==> config.mk <==
export PLATFORM = sky130hd
export DESIGN_NAME = flow_hash_engine
export DESIGN_NICKNAME = d
export VERILOG_FILES = /design/src/rtl/fhash_pkg.sv /design/src/rtl/fhash_key_store.sv /design/src/rtl/fhash_tuple_pack.sv /design/src/rtl/fhash_core.sv /design/src/rtl/flow_hash_engine.sv
export SDC_FILE = /design/constraint.sdc
export NUM_CORES = 2
export LEC_CHECK = 0
export BUFFER_PORTS_ARGS = -buffer_cell sky130_fd_sc_hd__buf_2
export CAP_MARGIN = 20
export CELL_PAD_IN_SITES_DETAIL_PLACEMENT = 2
export CELL_PAD_IN_SITES_GLOBAL_PLACEMENT = 2
export CORE_MARGIN = 4
export CORE_UTILIZATION = 37
export DETAILED_ROUTE_END_ITERATION = 6
export GPL_TIMING_DRIVEN = 0
export PLACE_DENSITY_LB_ADDON = 0.15
export SKIP_CTS_REPAIR_TIMING = 1
export SYNTH_ARGS = -nofsm -noshare
export SYNTH_HDL_FRONTEND = slang
export SYNTH_HIERARCHICAL = 1
export SYNTH_SLANG_ARGS = --single-unit
==> constraint.sdc <==
create_clock -name clk -period 1.6 [get_ports clk]
set_input_delay 0 -clock clk [delete_from_list [all_inputs] [get_ports clk]]
set_output_delay 0 -clock clk [all_outputs]
set_load 0.05 [all_outputs]
==> src/rtl/fhash_pkg.sv <==
package fhash_pkg;

   // Control state of the hashing datapath
   typedef enum logic {
      FH_IDLE = 1'b0,
      FH_RUN  = 1'b1
   } fhash_state_e;

   // Bits consumed from the stream per lane
   localparam int unsigned LANE_BITS = 8;

endpackage

==> src/rtl/fhash_key_store.sv <==
module fhash_key_store #(
   parameter int unsigned KEY_WORDS    = 10,
   parameter int unsigned WORD_W       = 32,
   parameter int unsigned KEY_PRESHIFT = 5,
   parameter int unsigned KA_W         = 4,
   localparam int unsigned KEY_BITS    = KEY_WORDS * WORD_W
) (
   input  logic                clk,
   input  logic                rst_n,
   input  logic                wr_en,
   input  logic [KA_W-1:0]     wr_addr,
   input  logic [WORD_W-1:0]   wr_data,
   input  logic                lock,
   output logic [KEY_BITS-1:0] eff_key
);

   if (KEY_PRESHIFT >= WORD_W) begin : g_bad_shift
      $error("fhash_key_store: pre-shift must be below one word");
   end
   if ((1 << KA_W) < KEY_WORDS) begin : g_bad_addr
      $error("fhash_key_store: address too narrow for key words");
   end

   logic [KEY_BITS-1:0] key_flat;

   // One register per key word; word 0 is the most significant
   for (genvar w = 0; w < KEY_WORDS; w++) begin : g_word
      logic [WORD_W-1:0] word_q;
      always_ff @(posedge clk or negedge rst_n) begin
         if (!rst_n) begin
            word_q <= '0;
         end else if (wr_en && !lock && (wr_addr == KA_W'(w))) begin
            word_q <= wr_data;
         end
      end
      assign key_flat[KEY_BITS-1-w*WORD_W -: WORD_W] = word_q;
   end

   // Drop the top bits; zeros enter at the bottom
   assign eff_key = key_flat << KEY_PRESHIFT;

   // stored key is frozen while the datapath runs
   p_key_locked_r10: assert property (@(posedge clk) disable iff (!rst_n)
      (wr_en && lock) |=> $stable(key_flat))
      else $error("key changed during a locked write");

endmodule

==> src/rtl/fhash_tuple_pack.sv <==
module fhash_tuple_pack #(
   parameter int unsigned ADDR_W   = 128,
   parameter int unsigned PORT_W   = 16,
   parameter int unsigned PROTO_W  = 8,
   parameter int unsigned WORD_W   = 32,
   localparam int unsigned STREAM_BITS = 2 * ADDR_W + 2 * WORD_W
) (
   input  logic [ADDR_W-1:0]      src_addr,
   input  logic [ADDR_W-1:0]      dst_addr,
   input  logic [PORT_W-1:0]      src_port,
   input  logic [PORT_W-1:0]      dst_port,
   input  logic [PROTO_W-1:0]     l4_proto,
   output logic [STREAM_BITS-1:0] stream
);

   if (2 * PORT_W != WORD_W) begin : g_bad_ports
      $error("fhash_tuple_pack: two ports must fill one word");
   end
   if (PROTO_W > WORD_W) begin : g_bad_proto
      $error("fhash_tuple_pack: protocol wider than a word");
   end
   if (ADDR_W % WORD_W != 0) begin : g_bad_addr
      $error("fhash_tuple_pack: address not a whole number of words");
   end

   logic [WORD_W-1:0] port_word;
   logic [WORD_W-1:0] proto_word;

   assign port_word  = {dst_port, src_port};
   assign proto_word = WORD_W'(l4_proto);
   assign stream     = {src_addr, dst_addr, port_word, proto_word};

endmodule

==> src/rtl/fhash_core.sv <==
module fhash_core
   import fhash_pkg::*;
#(
   parameter int unsigned KEY_BITS       = 320,
   parameter int unsigned HASH_W         = 32,
   parameter int unsigned STREAM_BITS    = 320,
   parameter int unsigned BYTES_PER_STEP = 1,
   parameter int unsigned IDX_SHIFT      = 12,
   parameter int unsigned IDX_W          = 10,
   localparam int unsigned STEP_BITS     = LANE_BITS * BYTES_PER_STEP,
   localparam int unsigned NSTEPS        = STREAM_BITS / STEP_BITS,
   localparam int unsigned CNT_W         = $clog2(NSTEPS + 1)
) (
   input  logic                   clk,
   input  logic                   rst_n,
   input  logic                   start,
   input  logic [KEY_BITS-1:0]    eff_key,
   input  logic [STREAM_BITS-1:0] stream,
   output logic                   busy,
   output logic                   done,
   output logic [HASH_W-1:0]      hash,
   output logic [IDX_W-1:0]       index
);

   if (STREAM_BITS % STEP_BITS != 0) begin : g_bad_step
      $error("fhash_core: stream not a whole number of steps");
   end
   if (STEP_BITS + HASH_W > KEY_BITS) begin : g_bad_key
      $error("fhash_core: key shorter than one step window");
   end
   if (IDX_SHIFT + IDX_W > HASH_W) begin : g_bad_idx
      $error("fhash_core: index field outside the hash");
   end

   fhash_state_e             state_q;
   logic [KEY_BITS-1:0]      ksr_q;
   logic [STREAM_BITS-1:0]   str_q;
   logic [HASH_W-1:0]        acc_q;
   logic [HASH_W-1:0]        hash_q;
   logic [CNT_W-1:0]         cnt_q;
   logic                     done_q;
   logic [HASH_W-1:0]        term;

   // Each set stream bit k of this step adds the window moved up by k
   always_comb begin
      term = '0;
      for (int k = 0; k < STEP_BITS; k++) begin
         if (str_q[STREAM_BITS-1-k]) begin
            term = term ^ ksr_q[KEY_BITS-1-k -: HASH_W];
         end
      end
   end

   always_ff @(posedge clk or negedge rst_n) begin
      if (!rst_n) begin
         state_q <= FH_IDLE;
         ksr_q   <= '0;
         str_q   <= '0;
         acc_q   <= '0;
         hash_q  <= '0;
         cnt_q   <= '0;
         done_q  <= 1'b0;
      end else begin
         case (state_q)
            FH_IDLE: begin
               if (start) begin
                  state_q <= FH_RUN;
                  ksr_q   <= eff_key;
                  str_q   <= stream;
                  acc_q   <= '0;
                  cnt_q   <= '0;
                  done_q  <= 1'b0;
               end
            end
            FH_RUN: begin
               acc_q <= acc_q ^ term;
               ksr_q <= ksr_q << STEP_BITS;
               str_q <= str_q << STEP_BITS;
               cnt_q <= cnt_q + 1'b1;
               if (cnt_q == CNT_W'(NSTEPS - 1)) begin
                  state_q <= FH_IDLE;
                  done_q  <= 1'b1;
                  hash_q  <= acc_q ^ term;
               end
            end
            default: state_q <= FH_IDLE;
         endcase
      end
   end

   assign busy  = (state_q == FH_RUN);
   assign done  = done_q;
   assign hash  = hash_q;
   assign index = hash_q[IDX_SHIFT +: IDX_W];

   // busy and done are mutually exclusive
   p_busy_done_excl_r8: assert property (@(posedge clk) disable iff (!rst_n)
      !(busy && done))
      else $error("busy and done both high");

   // an idle start is always taken
   p_start_taken_r7: assert property (@(posedge clk) disable iff (!rst_n)
      (start && !busy) |=> (busy && !done))
      else $error("start not accepted");

   // while running, the step counter only moves forward by one
   p_step_advance_r9: assert property (@(posedge clk) disable iff (!rst_n)
      busy |=> (!busy || (cnt_q == $past(cnt_q) + 1'b1)))
      else $error("step counter disturbed during run");

   // done rises only after the last step
   p_done_after_last_r7: assert property (@(posedge clk) disable iff (!rst_n)
      $rose(done) |-> ($past(busy) && ($past(cnt_q) == CNT_W'(NSTEPS - 1))))
      else $error("done raised early");

   // result held while no new start arrives
   p_result_hold_r8: assert property (@(posedge clk) disable iff (!rst_n)
      (done && !start) |=> (done && $stable(hash)))
      else $error("result not held");

endmodule

==> src/rtl/flow_hash_engine.sv <==
module flow_hash_engine #(
   parameter int unsigned KEY_WORDS      = 10,
   parameter int unsigned WORD_W         = 32,
   parameter int unsigned KEY_PRESHIFT   = 5,
   parameter int unsigned ADDR_W         = 128,
   parameter int unsigned PORT_W         = 16,
   parameter int unsigned PROTO_W        = 8,
   parameter int unsigned HASH_W         = 32,
   parameter int unsigned IDX_SHIFT      = 12,
   parameter int unsigned TABLE_ENTRIES  = 1024,
   parameter int unsigned BYTES_PER_STEP = 1,
   localparam int unsigned KA_W          = $clog2(KEY_WORDS),
   localparam int unsigned KEY_BITS      = KEY_WORDS * WORD_W,
   localparam int unsigned STREAM_BITS   = 2 * ADDR_W + 2 * WORD_W,
   localparam int unsigned IDX_W         = $clog2(TABLE_ENTRIES)
) (
   input  logic               clk,
   input  logic               rst_n,
   input  logic               key_wr_en,
   input  logic [KA_W-1:0]    key_wr_addr,
   input  logic [WORD_W-1:0]  key_wr_data,
   input  logic               start,
   input  logic [ADDR_W-1:0]  src_addr,
   input  logic [ADDR_W-1:0]  dst_addr,
   input  logic [PORT_W-1:0]  src_port,
   input  logic [PORT_W-1:0]  dst_port,
   input  logic [PROTO_W-1:0] l4_proto,
   output logic               busy,
   output logic               done,
   output logic [HASH_W-1:0]  hash,
   output logic [IDX_W-1:0]   index
);

   if ((1 << IDX_W) != TABLE_ENTRIES) begin : g_bad_table
      $error("flow_hash_engine: table size must be a power of two");
   end
   if (STREAM_BITS > KEY_BITS) begin : g_bad_len
      $error("flow_hash_engine: stream longer than key");
   end
   if (BYTES_PER_STEP == 0) begin : g_bad_lanes
      $error("flow_hash_engine: at least one byte per step");
   end

   logic [KEY_BITS-1:0]    eff_key;
   logic [STREAM_BITS-1:0] stream;

   fhash_key_store #(
      .KEY_WORDS    (KEY_WORDS),
      .WORD_W       (WORD_W),
      .KEY_PRESHIFT (KEY_PRESHIFT),
      .KA_W         (KA_W)
   ) u_keys (
      .clk     (clk),
      .rst_n   (rst_n),
      .wr_en   (key_wr_en),
      .wr_addr (key_wr_addr),
      .wr_data (key_wr_data),
      .lock    (busy),
      .eff_key (eff_key)
   );

   fhash_tuple_pack #(
      .ADDR_W  (ADDR_W),
      .PORT_W  (PORT_W),
      .PROTO_W (PROTO_W),
      .WORD_W  (WORD_W)
   ) u_pack (
      .src_addr (src_addr),
      .dst_addr (dst_addr),
      .src_port (src_port),
      .dst_port (dst_port),
      .l4_proto (l4_proto),
      .stream   (stream)
   );

   fhash_core #(
      .KEY_BITS       (KEY_BITS),
      .HASH_W         (HASH_W),
      .STREAM_BITS    (STREAM_BITS),
      .BYTES_PER_STEP (BYTES_PER_STEP),
      .IDX_SHIFT      (IDX_SHIFT),
      .IDX_W          (IDX_W)
   ) u_core (
      .clk     (clk),
      .rst_n   (rst_n),
      .start   (start),
      .eff_key (eff_key),
      .stream  (stream),
      .busy    (busy),
      .done    (done),
      .hash    (hash),
      .index   (index)
   );

endmodule

==> impl_metrics.py <==
metrics = {
    "sta": {
        "fin_hold_ws_ps": -826,
        "layout_worst_path_cycle_share_pct": 125,
        "tightestPinTransition_ps": 907,
        "slew-limit-headroom_pct": 39.5,
        "final.setup_skew_ps": 17.7,
        "min_period_ps": 2000,
        "hold_violations": 434,
        "rsz0062_at_grt": "yes",
        "clock.fmax_ghz": 0.499,
        "finalWorstSetupSlack_ps": -405,
        "setup_viol": 852,
        "maxSlewViolCount": 0,
        "tns_ps": -137300,
    },
    "synthesis": {
        "synth_flop_cell": "sky130_fd_sc_hd__dfrtp_1",
        "synth_top_area_share_pct": 51.8,
        "synth_area_leaders": "sky130_fd_sc_hd__dfrtp_1, sky130_fd_sc_hd__mux2i_1, sky130_fd_sc_hd__mux2_2",
        "syn-mean-instance-area_um2": 11.0,
        "postSynthRegisterBits": 1027,
        "synth_warnings": 6,
        "synth.yosys.seq_area_share_pct": 51.8,
        "synth-edff-count": 0,
        "most_frequently_used_cell_type_in_the_post_synthesis_netlist": "sky130_fd_sc_hd__dfrtp_1",
        "syn-cell-area_mm2": 0.0496,
        "synth_top_area_cell": "sky130_fd_sc_hd__dfrtp_1",
        "synth.lib_cells_used.distinct": 31,
        "async_flop_share_pct": 100,
        "post_synth_inst_count": 4508,
        "ys_top_cells_by_count": "sky130_fd_sc_hd__dfrtp_1, sky130_fd_sc_hd__nand2_1, sky130_fd_sc_hd__mux2i_1, sky130_fd_sc_hd__o21ai_0, sky130_fd_sc_hd__buf_4",
    },
    "setup_path": {
        "cp_common_cell": "sky130_fd_sc_hd__buf_12",
        "crit_path_start_kind": "flip-flop",
        "cp_data_arrival_time_ps": 2620,
        "cp.required_ps": 2210,
        "critPathCaptureType": "flip-flop",
        "timing.critical_path.slowest_cell_delay_ps": 490,
        "critical_path_class": "flip-flop to flip-flop",
        "path_cells": "nor4b_4 -> buf_12 -> and3_4 -> buf_12 -> clkbuf_16 -> mux2_4",
        "critical_path_peak_fanout": 8,
        "crit_slowest_cell": "sky130_fd_sc_hd__dfrtp_2",
    },
    "worst_hold_path": {
        "min_path_type": "input port to async pin",
    },
    "flow_run": {
        "max_cap_viol_count": 0,
    },
    "detailed_routing": {
        "postRouteAntennaNets": 0,
        "drcViolationCount": 0,
        "vias_per_cell": 5.15,
        "drt-total-wl_um": 180000,
        "average_detailed_routed_wire_length_per_instance_um": 25.9,
        "drt_first_pass_iters": 5,
        "vias": 35800,
        "detail_route.iter0.violations": 1878,
    },
    "cells_and_area": {
        "num-nets-final": 5413,
        "layout.core_utilization_pct": 46.8,
        "fin_area_mm2": 0.0623,
        "final_cells": 6955,
        "area_growth_syn_to_layout_pct": 25.6,
        "final_layout_size_suffix_gt1_share_pct": 27.3,
    },
    "clocking": {
        "cts-buffers-inserted": 117,
        "clock_tree.htree_level_count": 3,
        "cts_sinks": 1027,
        "path_clk_slew_ps": 60,
        "cts_tree": "yes",
        "clk_latency_ps": 740,
        "cts.root.buffer_cell": "sky130_fd_sc_hd__clkbuf_16",
        "clockBufferDepth": 3,
    },
    "placed_design": {
        "numPortBuffers": 55,
        "pre_cts_ws_ps": -1410,
        "gp_congestion": 0.776,
        "placement.cell_area_mm2": 0.0528,
        "place_inst": 6369,
        "place.detailed.hpwl_um": 111000,
    },
    "die": {
        "placementRows": 134,
        "total_die_area_mm2": 0.140,
        "core_area_mm2": 0.133,
        "die-width_um": 374,
        "die_y_um": 374,
        "ioPinCount": 380,
        "initial_core_utilization_pct": 37.2,
    },
    "run_status": {
        "run_status": "finished with violations",
        "violated_checks": "negative hold slack, negative setup slack",
    },
    "pwr": {
        "power.total_mw": 93.3,
        "ir_worst_vdd_mv": 0.896,
        "power.density_mw_per_mm2": 1500,
        "cellLeakagePower_nw": 30.0,
    },
    "grt": {
        "grt_first_pass_wirelength_um": 246000,
        "number_of_antenna_violations_at_the_first_check_in_global_routing": 18,
        "globalRoute.totalOverflow": 0,
        "tot_gr_track_use_pct": 23.0,
        "vias_in_the_first_global_route": 37800,
        "grt_max_degree": 157,
    },
}
==> cells in the final DEF, fill, tap and decap left out, drive strengths merged <==
| cell type | n |
|---|---|
| mux2i | 641 |
| ha | 1 |
| diode | 13 |
| nand2b | 5 |
| nor3 | 1 |
| a31oi | 1 |
| mux2 | 347 |
| clkinvlp | 8 |
| xnor2 | 161 |
| xor2 | 33 |
| and3 | 2 |
| nor4b | 1 |
| o211ai | 1 |
| nand3 | 3 |
| conb | 29 |
| clkbuf | 274 |
| bufinv | 8 |
| nand4 | 1 |
| buf | 659 |
| and4bb | 2 |
| o31ai | 1 |
| nand2 | 895 |
| dlygate4sd3 | 332 |
| a22o | 32 |
| inv | 3 |
| clkinv | 26 |
| xnor3 | 32 |
| dfrtp | 1027 |
| nor2 | 18 |
| nor2b | 2 |
| o21ai | 628 |
==> per-layer routing <==
| metal | vias up | part of all wire [%] | GRT usage [%] |
|---|---|---|---|
| met4 | 2 | 2.8 | 6.77 |
| met5 | - | 0.0039 | 0 |
| met3 | 249 | 2.9 | 3.03 |
| met1 | 19000 | 43 | 29.8 |
| met2 | 627 | 52 | 40.2 |
| li1 | 16000 | - | - |
==> where the power goes <==
group	internal (mW)	leakage (nW)	switching (mW)
clock network	16.7	2.01	11.6
logic	11.8	14.0	15.4
registers	32.4	14.0	5.25
==> path summary, 6_finish.rpt <==
check / startpoint / end / slack, ps / cells past startpoint
setup reg to reg: u_core/busy / u_keys/g_word[3].word_q[22] / -400 / 6
hold reg to reg: u_core/str_q[150] / u_core/str_q[158] / 480 / 2
max in group asynchronous: rst_n / u_core/ksr_q[293] / 300 / 5
setup / recovery: u_core/busy / u_keys/g_word[3].word_q[22] / -400 / 6
hold / removal: rst_n / u_core/str_q[83] / -830 / 1
min in group clk: key_wr_data[8] / u_keys/g_word[7].word_q[8] / 40 / 2
==> critical path: cells and delay by family (launching register included) <==
family | cells | cell delay (ps)
multiplexers | 1 | 300
flip-flops | 1 | 490
AND/OR/NAND/NOR | 2 | 570
buffers and inverters | 3 | 520
==> sequential cells by signal, indices dropped and copies added (netlist names) <==
| name | cells |
|---|---|
| u_core/ksr_q | 320 |
| u_core/str_q | 320 |
| u_keys/g_word.word_q | 315 |
| u_core/acc_q | 32 |
| u_core/hash | 32 |
| u_core/cnt_q | 6 |
| u_core/busy | 1 |
| u_core/done | 1 |
==> logic make-up after synthesis <==
family | synth area share [%]
AO/OA/AOI/OAI | 6.94
XOR/XNOR | 4.88
adder cells (fa/ha/maj) | 0.0252
buffers and inverters | 8.14
flip-flops | 51.8
multiplexers | 21.0
other | 0.0151
AND/OR/NAND/NOR | 7.19
==> final cells by class <==
cell class / instances / area (um^2)
Fill cell: 13400 / 70900
Multi-Input combinational cell: 2837 / 20800
Sequential cell: 1027 / 25700
Buffer: 653 / 4990
Clock buffer: 172 / 3580
Timing Repair Buffer: 440 / 4460
Antenna cell: 13 / 32.5
Tap cell: 1768 / 2210
Clock inverter: 45 / 494
(Power assumes the default switching activity.)
